## src/rtl/jkc_pkg.sv

```systemverilog
package jkc_pkg;
  localparam int STATE_W = 4;
  typedef logic [STATE_W-1:0] code_t;
  localparam code_t CODE_ENTRY = code_t'(1);
  localparam code_t CODE_WRAP  = code_t'(9);
  localparam int BIT_A = 0;
  localparam int BIT_B = 1;
  localparam int BIT_C = 2;
  localparam int BIT_D = 3;
endpackage

```

## src/rtl/jkc_nand.sv

```systemverilog
module jkc_nand #(
  parameter int N = 2
) (
  input  logic [N-1:0] a,
  output logic         y
);
  assign y = ~&a;
endmodule

```

## src/rtl/jkc_jkff.sv

```systemverilog
module jkc_jkff (
  input  logic clk,
  input  logic rst,
  input  logic ld,
  input  logic d,
  input  logic j,
  input  logic k,
  output logic q
);
  always_ff @(posedge clk) begin
    if (rst)      q <= 1'b0;
    else if (ld)  q <= d;
    else begin
      case ({j, k})
        2'b10:   q <= 1'b1;
        2'b01:   q <= 1'b0;
        2'b11:   q <= ~q;
        default: q <= q;
      endcase
    end
  end
endmodule

```

## src/rtl/jkc_excite.sv

```systemverilog
module jkc_excite
  import jkc_pkg::*;
(
  input  code_t q,
  input  logic  en,
  input  logic  rst,
  input  logic  ld,
  output code_t j,
  output code_t k,
  output logic  wrap
);
  code_t qn;
  logic en_n, rst_n, ld_n;

  // single-input NANDs serve as inverters
  for (genvar i = 0; i < STATE_W; i++) begin : g_inv
    jkc_nand #(.N(1)) u_inv (.a(q[i]), .y(qn[i]));
  end
  jkc_nand #(.N(1)) u_inv_en  (.a(en),  .y(en_n));
  jkc_nand #(.N(1)) u_inv_rst (.a(rst), .y(rst_n));
  jkc_nand #(.N(1)) u_inv_ld  (.a(ld),  .y(ld_n));

  // Bit A: J = en & (D | ~(B^C)), K = en & ~D & ~C & ~B
  logic x1, x2, x_bc, ja_or, ja_n, ka_n;
  jkc_nand #(.N(2)) u_x1 (.a({q[BIT_B], qn[BIT_C]}), .y(x1));
  jkc_nand #(.N(2)) u_x2 (.a({qn[BIT_B], q[BIT_C]}), .y(x2));
  jkc_nand #(.N(2)) u_x3 (.a({x1, x2}), .y(x_bc));
  jkc_nand #(.N(2)) u_jao (.a({qn[BIT_D], x_bc}), .y(ja_or));
  jkc_nand #(.N(2)) u_jan (.a({en, ja_or}), .y(ja_n));
  jkc_nand #(.N(1)) u_ja  (.a(ja_n), .y(j[BIT_A]));
  jkc_nand #(.N(4)) u_kan (.a({en, qn[BIT_D], qn[BIT_C], qn[BIT_B]}), .y(ka_n));
  jkc_nand #(.N(1)) u_ka  (.a(ka_n), .y(k[BIT_A]));

  // Bit B: J = en & ~D & ~C & A, K = en
  logic jb_n;
  jkc_nand #(.N(4)) u_jbn (.a({en, qn[BIT_D], qn[BIT_C], q[BIT_A]}), .y(jb_n));
  jkc_nand #(.N(1)) u_jb  (.a(jb_n), .y(j[BIT_B]));
  jkc_nand #(.N(1)) u_kb  (.a(en_n), .y(k[BIT_B]));

  // Bit C: J = en & ~D & B & ~A, K = en
  logic jc_n;
  jkc_nand #(.N(4)) u_jcn (.a({en, qn[BIT_D], q[BIT_B], qn[BIT_A]}), .y(jc_n));
  jkc_nand #(.N(1)) u_jc  (.a(jc_n), .y(j[BIT_C]));
  jkc_nand #(.N(1)) u_kc  (.a(en_n), .y(k[BIT_C]));

  // Bit D: J = en & C & ~B & ~A, K = en & (A | B | C)
  logic jd_n, kd_or, kd_n;
  jkc_nand #(.N(4)) u_jdn (.a({en, q[BIT_C], qn[BIT_B], qn[BIT_A]}), .y(jd_n));
  jkc_nand #(.N(1)) u_jd  (.a(jd_n), .y(j[BIT_D]));
  jkc_nand #(.N(3)) u_kdo (.a({qn[BIT_A], qn[BIT_B], qn[BIT_C]}), .y(kd_or));
  jkc_nand #(.N(2)) u_kdn (.a({en, kd_or}), .y(kd_n));
  jkc_nand #(.N(1)) u_kd  (.a(kd_n), .y(k[BIT_D]));

  // wrap: counting step out of code 9, not overridden by reset or load
  logic wrap_n;
  jkc_nand #(.N(7)) u_wrn (
    .a({en, rst_n, ld_n, q[BIT_D], qn[BIT_C], qn[BIT_B], q[BIT_A]}),
    .y(wrap_n));
  jkc_nand #(.N(1)) u_wr (.a(wrap_n), .y(wrap));
endmodule

```

## src/rtl/jkc_seq_counter.sv

```systemverilog
module jkc_seq_counter
  import jkc_pkg::*;
(
  input  logic               clk,
  input  logic               rst,
  input  logic               en,
  input  logic               ld,
  input  logic [STATE_W-1:0] ld_val,
  output logic [STATE_W-1:0] state_q,
  output logic               wrap
);
  code_t j, k;

  jkc_excite u_excite (
    .q(state_q), .en(en), .rst(rst), .ld(ld),
    .j(j), .k(k), .wrap(wrap));

  for (genvar i = 0; i < STATE_W; i++) begin : g_ff
    jkc_jkff u_ff (
      .clk(clk), .rst(rst), .ld(ld), .d(ld_val[i]),
      .j(j[i]), .k(k[i]), .q(state_q[i]));
  end
endmodule

```

## config.mk

```make
export PLATFORM = sky130hd
export DESIGN_NAME = jkc_seq_counter
export DESIGN_NICKNAME = d
export VERILOG_FILES = /design/src/rtl/jkc_pkg.sv /design/src/rtl/jkc_nand.sv /design/src/rtl/jkc_jkff.sv /design/src/rtl/jkc_excite.sv /design/src/rtl/jkc_seq_counter.sv
export SDC_FILE = /design/constraint.sdc
export NUM_CORES = 1
export LEC_CHECK = 0
export BUFFER_PORTS_ARGS = -buffer_cell sky130_fd_sc_hd__buf_2
export CORE_AREA = 2 2 39 41
export DETAILED_ROUTE_END_ITERATION = 12
export DIE_AREA = 0 0 41 43
export GPL_ROUTABILITY_DRIVEN = 0
export SYNTH_ARGS = -nofsm -noshare
export SYNTH_HDL_FRONTEND = slang
export SYNTH_HIERARCHICAL = 1
export SYNTH_SLANG_ARGS = --single-unit
```

## constraint.sdc

```tcl
create_clock -name clk -period 2.25 [get_ports clk]
set_input_delay 0.1125 -clock clk [delete_from_list [all_inputs] [get_ports clk]]
set_output_delay 0.1125 -clock clk [all_outputs]
set_load 0.005 [all_outputs]
```

# Yosys cells after proc, flatten, opt, wreduce, memory -nomap -nowiden

Index checks and enable logic that the tools add are counted.

Register bits after elaboration: 4
Input bits: 8
Output and inout bits: 5
Logic and storage cells: 55

Equality and inequality tests: 12
Multiplexer cells: 8
Bitwise gates (word level): 4
Reduce and logical (&&, ||, !) cells: 27

Operator list:

| operator             | number |
|---|---|
| $eq A2 B2 Y1 const B | 8 |
| $reduce_and A4 Y1    | 4 |
| $reduce_bool A4 Y1   | 4 |
| $pmux W1 S3          | 4 |
| $reduce_and A2 Y1    | 6 |
| $logic_not A1 Y1     | 11 |
| $eq A2 B1 Y1 const B | 4 |
| $reduce_and A7 Y1    | 1 |
| $mux W1              | 4 |
| $not A1 Y1           | 4 |
| $reduce_and A3 Y1    | 1 |

# Depth between registers and ports, before layout

Gate-level depths: netlist of the first run.

Depth after elaboration: 11
Depth in mapped cells: 11
Depth with buffers taken out: 11

# Hierarchy

Netlist of the first run, hierarchy kept.

By module, submodules not included:

| module                                 | instances | cells each | area an instance (µm²) | seq. area each (µm²) |
|---|---|---|---|---|
| jkc_jkff                               | 4         | 10         | 95.1                   | 20.0 |
| jkc_nand (u_excite.g_inv[0].u_inv ...) | 22        | 1          | 3.8                    | 0.0 |
| jkc_nand (u_excite.u_jbn ...)          | 4         | 1          | 6.3                    | 0.0 |
| jkc_nand (u_excite.u_wrn)              | 1         | 2          | 15.0                   | 0.0 |
| jkc_nand (u_excite.u_kdo)              | 1         | 1          | 5.0                    | 0.0 |

# Worst setup path before layout of the first run

No wires, ideal clock.

Kind: reg-to-reg
Start point: register g_ff[2].u_ff.q
End point: register g_ff[0].u_ff.q
Library setup time: 0.096 ns
Arrival time: 1.503 ns
Data required time: 2.154 ns
Path slack: 0.651 ns
Cell stages (with the launch flop): 12
Path buffers: 0
Clock period less this slack: 1.599 ns
Cell sequence: dfxtp_1 > inv_1 > nand2_1 > nand2_1 > nand2_1 > nand2_1 > inv_1 > inv_1 > ha_1 > nor2b_1 > o21a_1 > o41ai_2

Longest elaborated chain between the ends: 11
Elaborated cells between the ends (all ways): 17
Those cells by class: eq/ne (3); mux (2); reduce/logical (12)

Ends and longest elaborated chain:

| element                                      | line                  | text |
|---|---|---|
| from (decl)                                  | jkc_jkff.sv:8         | `output logic q` |
| from (signal assigned)                       | jkc_jkff.sv:17        | `2'b11: q <= ~q;` |
| from (signal assigned)                       | jkc_jkff.sv:18        | `default: q <= q;` |
| $logic_not A1 Y1 (*)                         | jkc_nand.sv:7         | `assign y = ~&a;` |
| named net u_excite.qn[2]                     | jkc_excite.sv:12      | `code_t qn;` |
| $reduce_and A2 Y1 (*)                        | jkc_nand.sv:7         |  |
| $logic_not A1 Y1 (*)                         | jkc_nand.sv:7         |  |
| named net u_excite.x1                        | jkc_excite.sv:24      | `logic x1, x2, x_bc, ja_or, ja_n, ka_n;` |
| $reduce_and A2 Y1 (*)                        | jkc_nand.sv:7         |  |
| $logic_not A1 Y1 (*)                         | jkc_nand.sv:7         |  |
| named net u_excite.x_bc                      | jkc_excite.sv:24      |  |
| $reduce_and A2 Y1 (*)                        | jkc_nand.sv:7         |  |
| $logic_not A1 Y1 (*)                         | jkc_nand.sv:7         |  |
| named net u_excite.ja_or                     | jkc_excite.sv:24      |  |
| $reduce_and A2 Y1 (*)                        | jkc_nand.sv:7         |  |
| named net j[0]                               | jkc_seq_counter.sv:12 | `code_t j, k;` |
| $eq A2 B2 Y1 or $eq A2 B1 Y1 (tied branches) | jkc_jkff.sv:14        | `case ({j, k})` |
| $pmux W1 S3                                  | jkc_jkff.sv:14        |  |
| $mux W1                                      | jkc_jkff.sv:12        | `else if (ld) q <= d;` |
| to (signal assigned)                         | jkc_jkff.sv:17        |  |
| to (signal assigned)                         | jkc_jkff.sv:18        |  |
| to (decl)                                    | jkc_jkff.sv:8         |  |

The timed path passes the listed nets; every way through them passes the cells marked *.
A chain may end at the register's enable or synchronous reset.

# Worst setup path in the final report of the first run

Same ends and word-level chain as after synthesis.

==> results of run 1 <==
-- report_power, final --
part | total, mW | switching [mW] | internal [mW]
logic | 0.102 | 0.0570 | 0.0450
clock network | 0.0910 | 0.0312 | 0.0598
registers | 0.0894 | 0.0106 | 0.0788
total | 0.282 | 0.0988 | 0.184
-- cell families after synthesis --
family,after synthesis,share of synthesized area [%]
buffers and inverters,20,14.78
AOI/OAI and AO/OA,8,18.72
DFF,4,15.76
and+or+nand+nor,29,31.03
adders and majority gates,8,19.71
-- layer usage --
| metal | part of all wire, % | wire length [microns] | GRT usage (%) | vias to the layer above |
|---|---|---|---|---|
| met5 | 0 | 0 | 0 | - |
| met4 | 0 | 0 | 8.000 | 0 |
| met3 | 4.1 | 40 | 1.571 | 0 |
| met2 | 49 | 485 | 20.63 | 7 |
| met1 | 46 | 458 | 16.77 | 212 |
| li1 | - | - | - | 261 |
-- path summary, 6_finish.rpt --
path	endpoint	slack, ns	depth (start not counted)
worst min register to register	g_ff[3].u_ff/q$_SDFFE_PP0P_	0.64	2
worst max register to register	g_ff[0].u_ff/q$_SDFFE_PP0P_	0.49	11
worst min-delay path	g_ff[0].u_ff/q$_SDFFE_PP0P_	0.12	3
worst max-delay path	g_ff[0].u_ff/q$_SDFFE_PP0P_	0.49	11
-- worst max-delay path, cell delays in order, from the launching register on --
cell and delay [ns]:
dfxtp_1 0.42, inv_1 0.12, nand2_1 0.08, nand2_1 0.05, nand2_1 0.06, nand2_1 0.05
inv_1 0.07, inv_1 0.05, ha_1 0.29, nor2b_1 0.05, o21a_1 0.17, o41ai_2 0.25
-- stage by stage --
stage / setup WS [ns] / hold WS (ns) / utilization [%]
2_1_floorplan: 0.6510 / 0.2151 / -
3_3_place_gp: 0.5389 / 0.3509 / 42.50
3_5_place_dp: 0.5112 / 0.3545 / 42.50
4_1_cts: 0.4935 / 0.1088 / 44.12
5_1_grt: 0.3255 / 0.1251 / 44.12
6_report: 0.4936 / 0.1178 / 44.12
-- placed cells by master (no fill, tap or decap) --
master | Yosys | final
nand2_1 | 6 | 6
nand3b_1 | 4 | 4
nor2_1 | 4 | 4
nor2b_1 | 4 | 4
dfxtp_1 | 4 | 4
ha_1 | 8 | 8
buf_2 | 0 | 12
inv_1 | 20 | 20
o41ai_2 | 4 | 4
nand4_1 | 5 | 5
clkbuf_4 | 0 | 3
nor3_1 | 4 | 4
nand3_1 | 1 | 1
and4_1 | 1 | 1
o21a_1 | 4 | 4
-- final cells by class --
type | instances | area, sq um
Inverter | 20 | 75.07
Multi-Input combinational cell | 45 | 352.8
Timing Repair Buffer | 12 | 60.06
Fill cell | 139 | 773.2
Clock buffer | 3 | 22.52
Tap cell | 16 | 20.02
Sequential cell | 4 | 80.08
==> results.json, run 1 <==
{
  "status": "finished clean",
  "die_y_microns": 43,
  "yosys-top-cells-area": "ha_1 20%, dfxtp_1 16%, inv_1 15%, o41ai_2 13%, nand4_1 6.2%",
  "rr_startpoint": "g_ff[2].u_ff/q$_SDFFE_PP0P_",
  "grt_pass1_vias": 451,
  "core_sq_um": 1384,
  "synthArstFlopShare_pct": 0,
  "setup_viol": 0,
  "clock-root-buffer": "clkbuf_4",
  "synth_most_common_cell": "inv_1",
  "largest_reg_flops": 4,
  "postCtsSetupBuffers": 0,
  "crit_fanout": 6,
  "critical_path.startpoint": "g_ff[2].u_ff/q$_SDFFE_PP0P_",
  "wl_microns": 985,
  "synth_area_per_cell_sq_um": 7.362,
  "period_share_pct": 78.06,
  "hold_violations": 0,
  "dieArea_sq_um": 1763,
  "rsz0062_at_grt": "false",
  "top_register": "g_ff.u_ff/q",
  "fmax_mhz": 569.3,
  "ios": 13,
  "synth_common_cells": "20 x inv_1, 8 x ha_1, 6 x nand2_1, 5 x nand4_1",
  "fin_tns_setup_ns": 0,
  "syn_inst": 69,
  "dp_cells": 97,
  "grt_pass1_wl_mm": 1.656,
  "finalCriticalPeriod_ns": 1.756,
  "synth_area_sq_um": 508.0,
  "dieWidth_microns": 41,
  "ir_worst_vdd_v": 0.0002185,
  "skew_ns": 0.002897,
  "synth_top_area_share_pct": 19.70,
  "antenna_cells": 0,
  "drt-vias-per-instance": 4.800,
  "total_power_mw": 0.2824,
  "hpwl_microns": 794.2,
  "p_leak_nw": 0.3646,
  "syn_nets": 85,
  "wl_per_cell_microns": 9.850,
  "clk_pin_slew_ns": 0.04,
  "gr-total-overflow": 0,
  "drc": 0,
  "synth-seq-area-share_pct": 15.76,
  "slew_headroom_pct": 83.61,
  "cp.arrival_ns": 1.90,
  "yosysWarningCount": 6,
  "ys_ff_latch": 4,
  "finalInstanceArea_sq_um": 610.6,
  "critPathLaunchType": "flip-flop",
  "grt_antenna_before_repair": 0,
  "synth-edff-count": 0,
  "cts_resized": 0,
  "fp-row-count": 14,
  "gr-usage-all-layers_pct": 13.37,
  "worstPathRequired_ns": 2.39,
  "top_regs": "g_ff.u_ff/q: 4 flops",
  "antenna_left": 0,
  "min_path_type": "input port to flip-flop",
  "first_pass_iters": 3,
  "htreeDepth": 1,
  "grt_max_degree": 10,
  "maxSlewViolCount": 0,
  "vias": 480,
  "ctsHoldBuffers": 0,
  "ys.flop_type": "dfxtp_1",
  "synth_cell_type_count": 13,
  "crit_type": "flip-flop to flip-flop",
  "drtIter0Drc": 6,
  "cts_made_buffers": 3,
  "io_buffers": 12,
  "clock_latency_ns": 0.24,
  "clkSinkCount": 4,
  "hp-start": "ld_val[0]",
  "cts.path.max_buffers": 2,
  "start_util_pct": 36.71,
  "drive_above_1_share_pct": 22.62,
  "worst_slew_pin_slew_ns": 0.2440,
  "cts_tree": "yes",
  "dpl_cell_area_sq_um": 588.1,
  "fin_nets": 102,
  "critPathCaptureType": "flip-flop",
  "fin_cells": 100,
  "max-cap-violations": 0,
  "area_growth_pct": 20.20,
  "synth_top_area_cell": "ha_1",
  "power.density_nw_per_um2": 462.5
}
(Power assumes the default switching activity.)
==> run 2: changes to the inputs <==
==> constraint.sdc (replaced) <==
create_clock -name clk -period 1.6 [get_ports clk]
set_input_delay 0.08 -clock clk [delete_from_list [all_inputs] [get_ports clk]]
set_output_delay 0.08 -clock clk [all_outputs]
set_load 0.005 [all_outputs]
==> results.json, run 2 (synthesized netlist as in run 1, its figures left out) <==
{
  "critPathCaptureType": "flip-flop",
  "final_common_cell": "inv_1",
  "start_util_pct": 36.71,
  "p_leak_nw": 0.4000,
  "rr_startpoint": "g_ff[2].u_ff/q$_SDFFE_PP0P_",
  "fp-row-count": 14,
  "cts_made_buffers": 3,
  "core_sq_um": 1384,
  "use_met3_pct": 4.712,
  "io_buffers": 12,
  "skew_ns": 0.002563,
  "setup_ws_ns": 0.06211,
  "pre_cts_ws_ns": -0.06325,
  "gr-usage-all-layers_pct": 14.23,
  "wl_mm": 1.086,
  "reg2reg_slack_ns": 0.06,
  "worst_slew_pin_slew_ns": 0.2468,
  "ir_worst_vdd_v": 0.0005387,
  "fmax_mhz": 650.2,
  "max-cap-violations": 0,
  "top_register": "g_ff.u_ff/q",
  "dieArea_sq_um": 1763,
  "maxSlewViolCount": 0,
  "drive_above_1_share_pct": 45.65,
  "crit_end": "g_ff[1].u_ff/q$_SDFFE_PP0P_",
  "met2_usage_pct": 24.06,
  "grt.met1_usage_pct": 16.93,
  "finalCriticalPeriod_ns": 1.538,
  "dpl_cell_area_sq_um": 640.6,
  "ctsHoldBuffers": 0,
  "area_growth_pct": 42.12,
  "finalInstanceArea_sq_um": 721.9,
  "power.density_nw_per_um2": 616.4,
  "dieWidth_microns": 41,
  "layout_common_cells": "13 x inv_1, 12 x buf_2, 8 x buf_4, 7 x inv_2, 6 x nand2_1",
  "grt_antenna_before_repair": 0,
  "wl_per_cell_microns": 10.06,
  "cp.arrival_ns": 1.66,
  "fillCellCount": 142,
  "setup_viol": 0,
  "cts.path.max_buffers": 2,
  "drt-vias-per-instance": 4.639,
  "rr_worst_depth": 9,
  "clkSinkCount": 4,
  "crit_type": "flip-flop to flip-flop",
  "status": "finished clean",
  "top_regs": "g_ff.u_ff/q: 4 flops",
  "rsz0062_at_grt": "true",
  "slew_headroom_pct": 83.42,
  "timing.rr.end": "g_ff[1].u_ff/q$_SDFFE_PP0P_",
  "grt_max_degree": 10,
  "antenna_cells": 0,
  "htreeDepth": 1,
  "clock_latency_ns": 0.23,
  "clk_pin_slew_ns": 0.04,
  "grt_pass1_wl_mm": 1.766,
  "largest_reg_flops": 4,
  "ios": 13,
  "hold_violations": 0,
  "hpwl_microns": 826.9,
  "crit_fanout": 5,
  "gr-total-overflow": 0,
  "antenna_left": 0,
  "die_y_microns": 43,
  "vias": 501,
  "first_pass_iters": 2,
  "fin_tns_setup_ns": 0,
  "period_share_pct": 96.12,
  "grt_pass1_vias": 471,
  "critical_path.startpoint": "g_ff[2].u_ff/q$_SDFFE_PP0P_",
  "top_usage_layer": "met2",
  "min_path_type": "input port to flip-flop",
  "drc": 0,
  "critPathLaunchType": "flip-flop",
  "cts_tree": "yes",
  "fin_nets": 110,
  "drtIter0Drc": 3,
  "worstPathRequired_ns": 1.72,
  "clock-root-buffer": "clkbuf_4"
}
## run 2: cell types whose count changed in the layout (fill, tap and decap cells not counted), moves of 2 or more
cell | previous run | this run
inv_1 | 20 | 13
dfxtp_1 | 4 | 1
buf_4 | 0 | 8
inv_2 | 0 | 7
ha_1 | 8 | 4
dfxtp_2 | 0 | 2
ha_4 | 0 | 3
## run 2: area by class of cell
type                            count  area, sq um  share of cell area, %
Tap cell                           16        20.02                  2.773
Clock buffer                        3        22.52                  3.120
Inverter                           20        75.07                  10.40
Multi-Input combinational cell     45        397.9                  55.11
Timing Repair Buffer               20        120.1                  16.64
Sequential cell                     4        86.33                  11.96
## run 2: power by group
group / internal, mW / total [mW] / switching (mW)
registers: 0.112 / 0.127 / 0.0147
clock network: 0.0836 / 0.120 / 0.0366
logic: 0.0997 / 0.198 / 0.0981
## run 2: how the worst min path moves through the flow
stage,start,endpoint,slack [ns],cells past startpoint
3_5_place_dp,ld_val[0],g_ff[0].u_ff/q$_SDFFE_PP0P_,0.32,3
2_1_floorplan,ld,g_ff[0].u_ff/q$_SDFFE_PP0P_,0.18,1
5_1_grt,ld_val[2],g_ff[2].u_ff/q$_SDFFE_PP0P_,0.11,3
6_report,ld_val[0],g_ff[0].u_ff/q$_SDFFE_PP0P_,0.09,3
3_3_place_gp,ld_val[3],g_ff[3].u_ff/q$_SDFFE_PP0P_,0.32,3
4_1_cts,ld_val[0],g_ff[0].u_ff/q$_SDFFE_PP0P_,0.08,3
## run 2: stage by stage
step,total power [mW],utilization (%),instances,hold slack [ns]
after floorplan,0.2241,-,69,0.1826
after global placement,0.2895,46.29,104,0.3191
after detailed placement,0.2944,46.29,104,0.3218
after CTS,0.4367,50.27,109,0.08230
after global routing,0.4818,52.17,108,0.1054
final,0.4450,52.17,108,0.08809
## run 2: worst max-delay path, stage by stage, from the launching register on
cell     delay, ns
dfxtp_4       0.35
inv_2         0.06
buf_4         0.11
nand4_1       0.08
inv_1         0.09
inv_1         0.04
ha_1          0.29
nor2_1        0.09
nor3_1        0.06
o41ai_2       0.26
## run 2: timing repair
action,in CTS,in global routing
buffers inserted,2,0
resized for setup,7,9
endpoints found under the setup margin,3,4
pin swaps,3,7
## run 2: routing by layer
layer	vias to the layer above	part of all wire [%]
met5	-	0
li1	277	-
met3	0	2.6
met1	217	50
met2	7	48
met4	0	0
==> run 3: changes to the inputs <==
--- a/config.mk
+++ b/config.mk
@@ -10,6 +10,8 @@
 export DETAILED_ROUTE_END_ITERATION = 12
 export DIE_AREA = 0 0 41 43
 export GPL_ROUTABILITY_DRIVEN = 0
+export MAX_ROUTING_LAYER = met4
+export REMOVE_ABC_BUFFERS = 1
 export SYNTH_ARGS = -nofsm -noshare
 export SYNTH_HDL_FRONTEND = slang
 export SYNTH_HIERARCHICAL = 1
==> results.json, run 3 (synthesized netlist as in run 1, its figures left out) <==
{
  "status": "finished clean",
  "worst_slew_pin_slew_ns": 0.2468,
  "core_sq_um": 1384,
  "pre_cts_ws_ns": -0.06325,
  "crit_type": "flip-flop to flip-flop",
  "ios": 13,
  "drive_above_1_share_pct": 45.65,
  "die_y_microns": 43,
  "wl_per_cell_microns": 10.07,
  "layout_common_cells": "13 x inv_1, 12 x buf_2, 8 x buf_4, 7 x inv_2, 6 x nand2_1",
  "gr-usage-all-layers_pct": 14.58,
  "start_util_pct": 36.71,
  "final_common_cell": "inv_1",
  "fin_cells": 108,
  "cp_slowest_cell": "dfxtp_4",
  "clock_latency_ns": 0.23,
  "cp.arrival_ns": 1.66,
  "grt_pass1_vias": 470,
  "setup_viol": 0,
  "skew_ns": 0.002442,
  "area_growth_pct": 42.12,
  "finalInstanceArea_sq_um": 721.9,
  "gr-total-overflow": 0,
  "drc": 0,
  "antenna_left": 0,
  "clkSinkCount": 4,
  "min_path_type": "input port to flip-flop",
  "total_power_mw": 0.4449,
  "wl_mm": 1.088,
  "htreeDepth": 1,
  "dieArea_sq_um": 1763,
  "antenna_cells": 0,
  "utilization_pct": 52.17,
  "largest_reg_flops": 4,
  "p_leak_nw": 0.4000,
  "critPathLaunchType": "flip-flop",
  "max-cap-violations": 0,
  "grt_pass1_wl_mm": 1.766,
  "crit_fanout": 5,
  "cts_tree": "yes",
  "top_regs": "g_ff.u_ff/q: 4 flops",
  "power.density_nw_per_um2": 616.2,
  "rsz0062_at_grt": "true",
  "hold_violations": 0,
  "fillCellCount": 142,
  "cts_made_buffers": 3,
  "clock-root-buffer": "clkbuf_4",
  "fp-row-count": 14,
  "fin_nets": 110,
  "slew_headroom_pct": 83.42,
  "first_pass_iters": 2,
  "vias": 506,
  "worstPathRequired_ns": 1.72,
  "period_share_pct": 96.14,
  "cts.path.max_buffers": 2,
  "ir_worst_vdd_v": 0.0005386,
  "clk_pin_slew_ns": 0.04,
  "critPathCaptureType": "flip-flop",
  "hpwl_microns": 826.9,
  "drt-vias-per-instance": 4.685,
  "maxSlewViolCount": 0,
  "path_buf_inv": 4,
  "fmax_mhz": 650.1,
  "final-seq-area_sq_um": 86.33,
  "dp_cells": 104,
  "crit_chain": "inv_2 -> buf_4 -> nand4_1 -> inv_1 -> inv_1 -> ha_1 -> nor2_1 -> nor3_1 -> o41ai_2",
  "grt_max_degree": 10,
  "dieWidth_microns": 41,
  "dpl_cell_area_sq_um": 640.6,
  "grt_antenna_before_repair": 0,
  "top_register": "g_ff.u_ff/q",
  "multiInputGateArea_sq_um": 397.9,
  "max_stage_delay_ns": 0.35,
  "crit_path_frequent_cell": "inv_1",
  "drtIter0Drc": 4,
  "setup_ws_ns": 0.06174,
  "finalCriticalPeriod_ns": 1.538,
  "io_buffers": 12,
  "crit_family": "flip-flops"
}
-- run 3: cell counts in the layout (fill, tap and decap cells not counted) --
Identical to the previous run, type by type.
-- run 3: power breakdown --
group | internal, mW | switching, mW | leakage (nW) | total, mW
Combinational | 0.0997 | 0.0981 | 0.352 | 0.198
Sequential | 0.112 | 0.0147 | 0.0344 | 0.127
Clock | 0.0836 | 0.0364 | 0.0138 | 0.120
-- run 3: repair_timing --
| item | 4_1_cts | 5_1_grt |
|---|---|---|
| setup buffers | 2 | 0 |
| pin swaps | 3 | 7 |
| endpoints found under the setup margin | 3 | 4 |
| hold buffers | 0 | 0 |
| resized for setup | 7 | 9 |
-- run 3: tightest hold or removal path: stages --
cell and delay (ns):
buf_2 0.07, nand3b_1 0.08, o41ai_2 0.05
-- run 3: per-stage QoR --
step                      hold WS (ns)  setup TNS (ns)
after floorplan                 0.1826               0
after global placement          0.3191        -0.03106
after detailed placement        0.3218         -0.1139
after CTS                      0.08230               0
after global routing            0.1054        -0.01167
final                          0.08666               0
-- run 3: routing by layer --
metal / GRT usage (%) / vias up / share of wire (%)
li1: - / 276 / -
met1: 16.93 / 223 / 50
met2: 24.06 / 7 / 48
met3: 4.712 / 0 / 2.4
met4: 2.000 / 0 / 0
met5: - / - / 0
-- run 3: worst paths after layout --
path,from,to,slack [ns],depth (start not counted)
max reg2reg,g_ff[2].u_ff/q$_SDFFE_PP0P_,g_ff[1].u_ff/q$_SDFFE_PP0P_,0.06,9
max,g_ff[2].u_ff/q$_SDFFE_PP0P_,g_ff[1].u_ff/q$_SDFFE_PP0P_,0.06,9
min reg2reg,g_ff[0].u_ff/q$_SDFFE_PP0P_,g_ff[0].u_ff/q$_SDFFE_PP0P_,0.65,2
min,ld_val[0],g_ff[0].u_ff/q$_SDFFE_PP0P_,0.09,3
-- run 3: cell type report --
class	count	area share (%)
multi-input combinational	45	55.11
clock buffer	3	3.120
tap	16	2.773
timing repair buffer	20	16.64
inverter	20	10.40
sequential	4	11.96
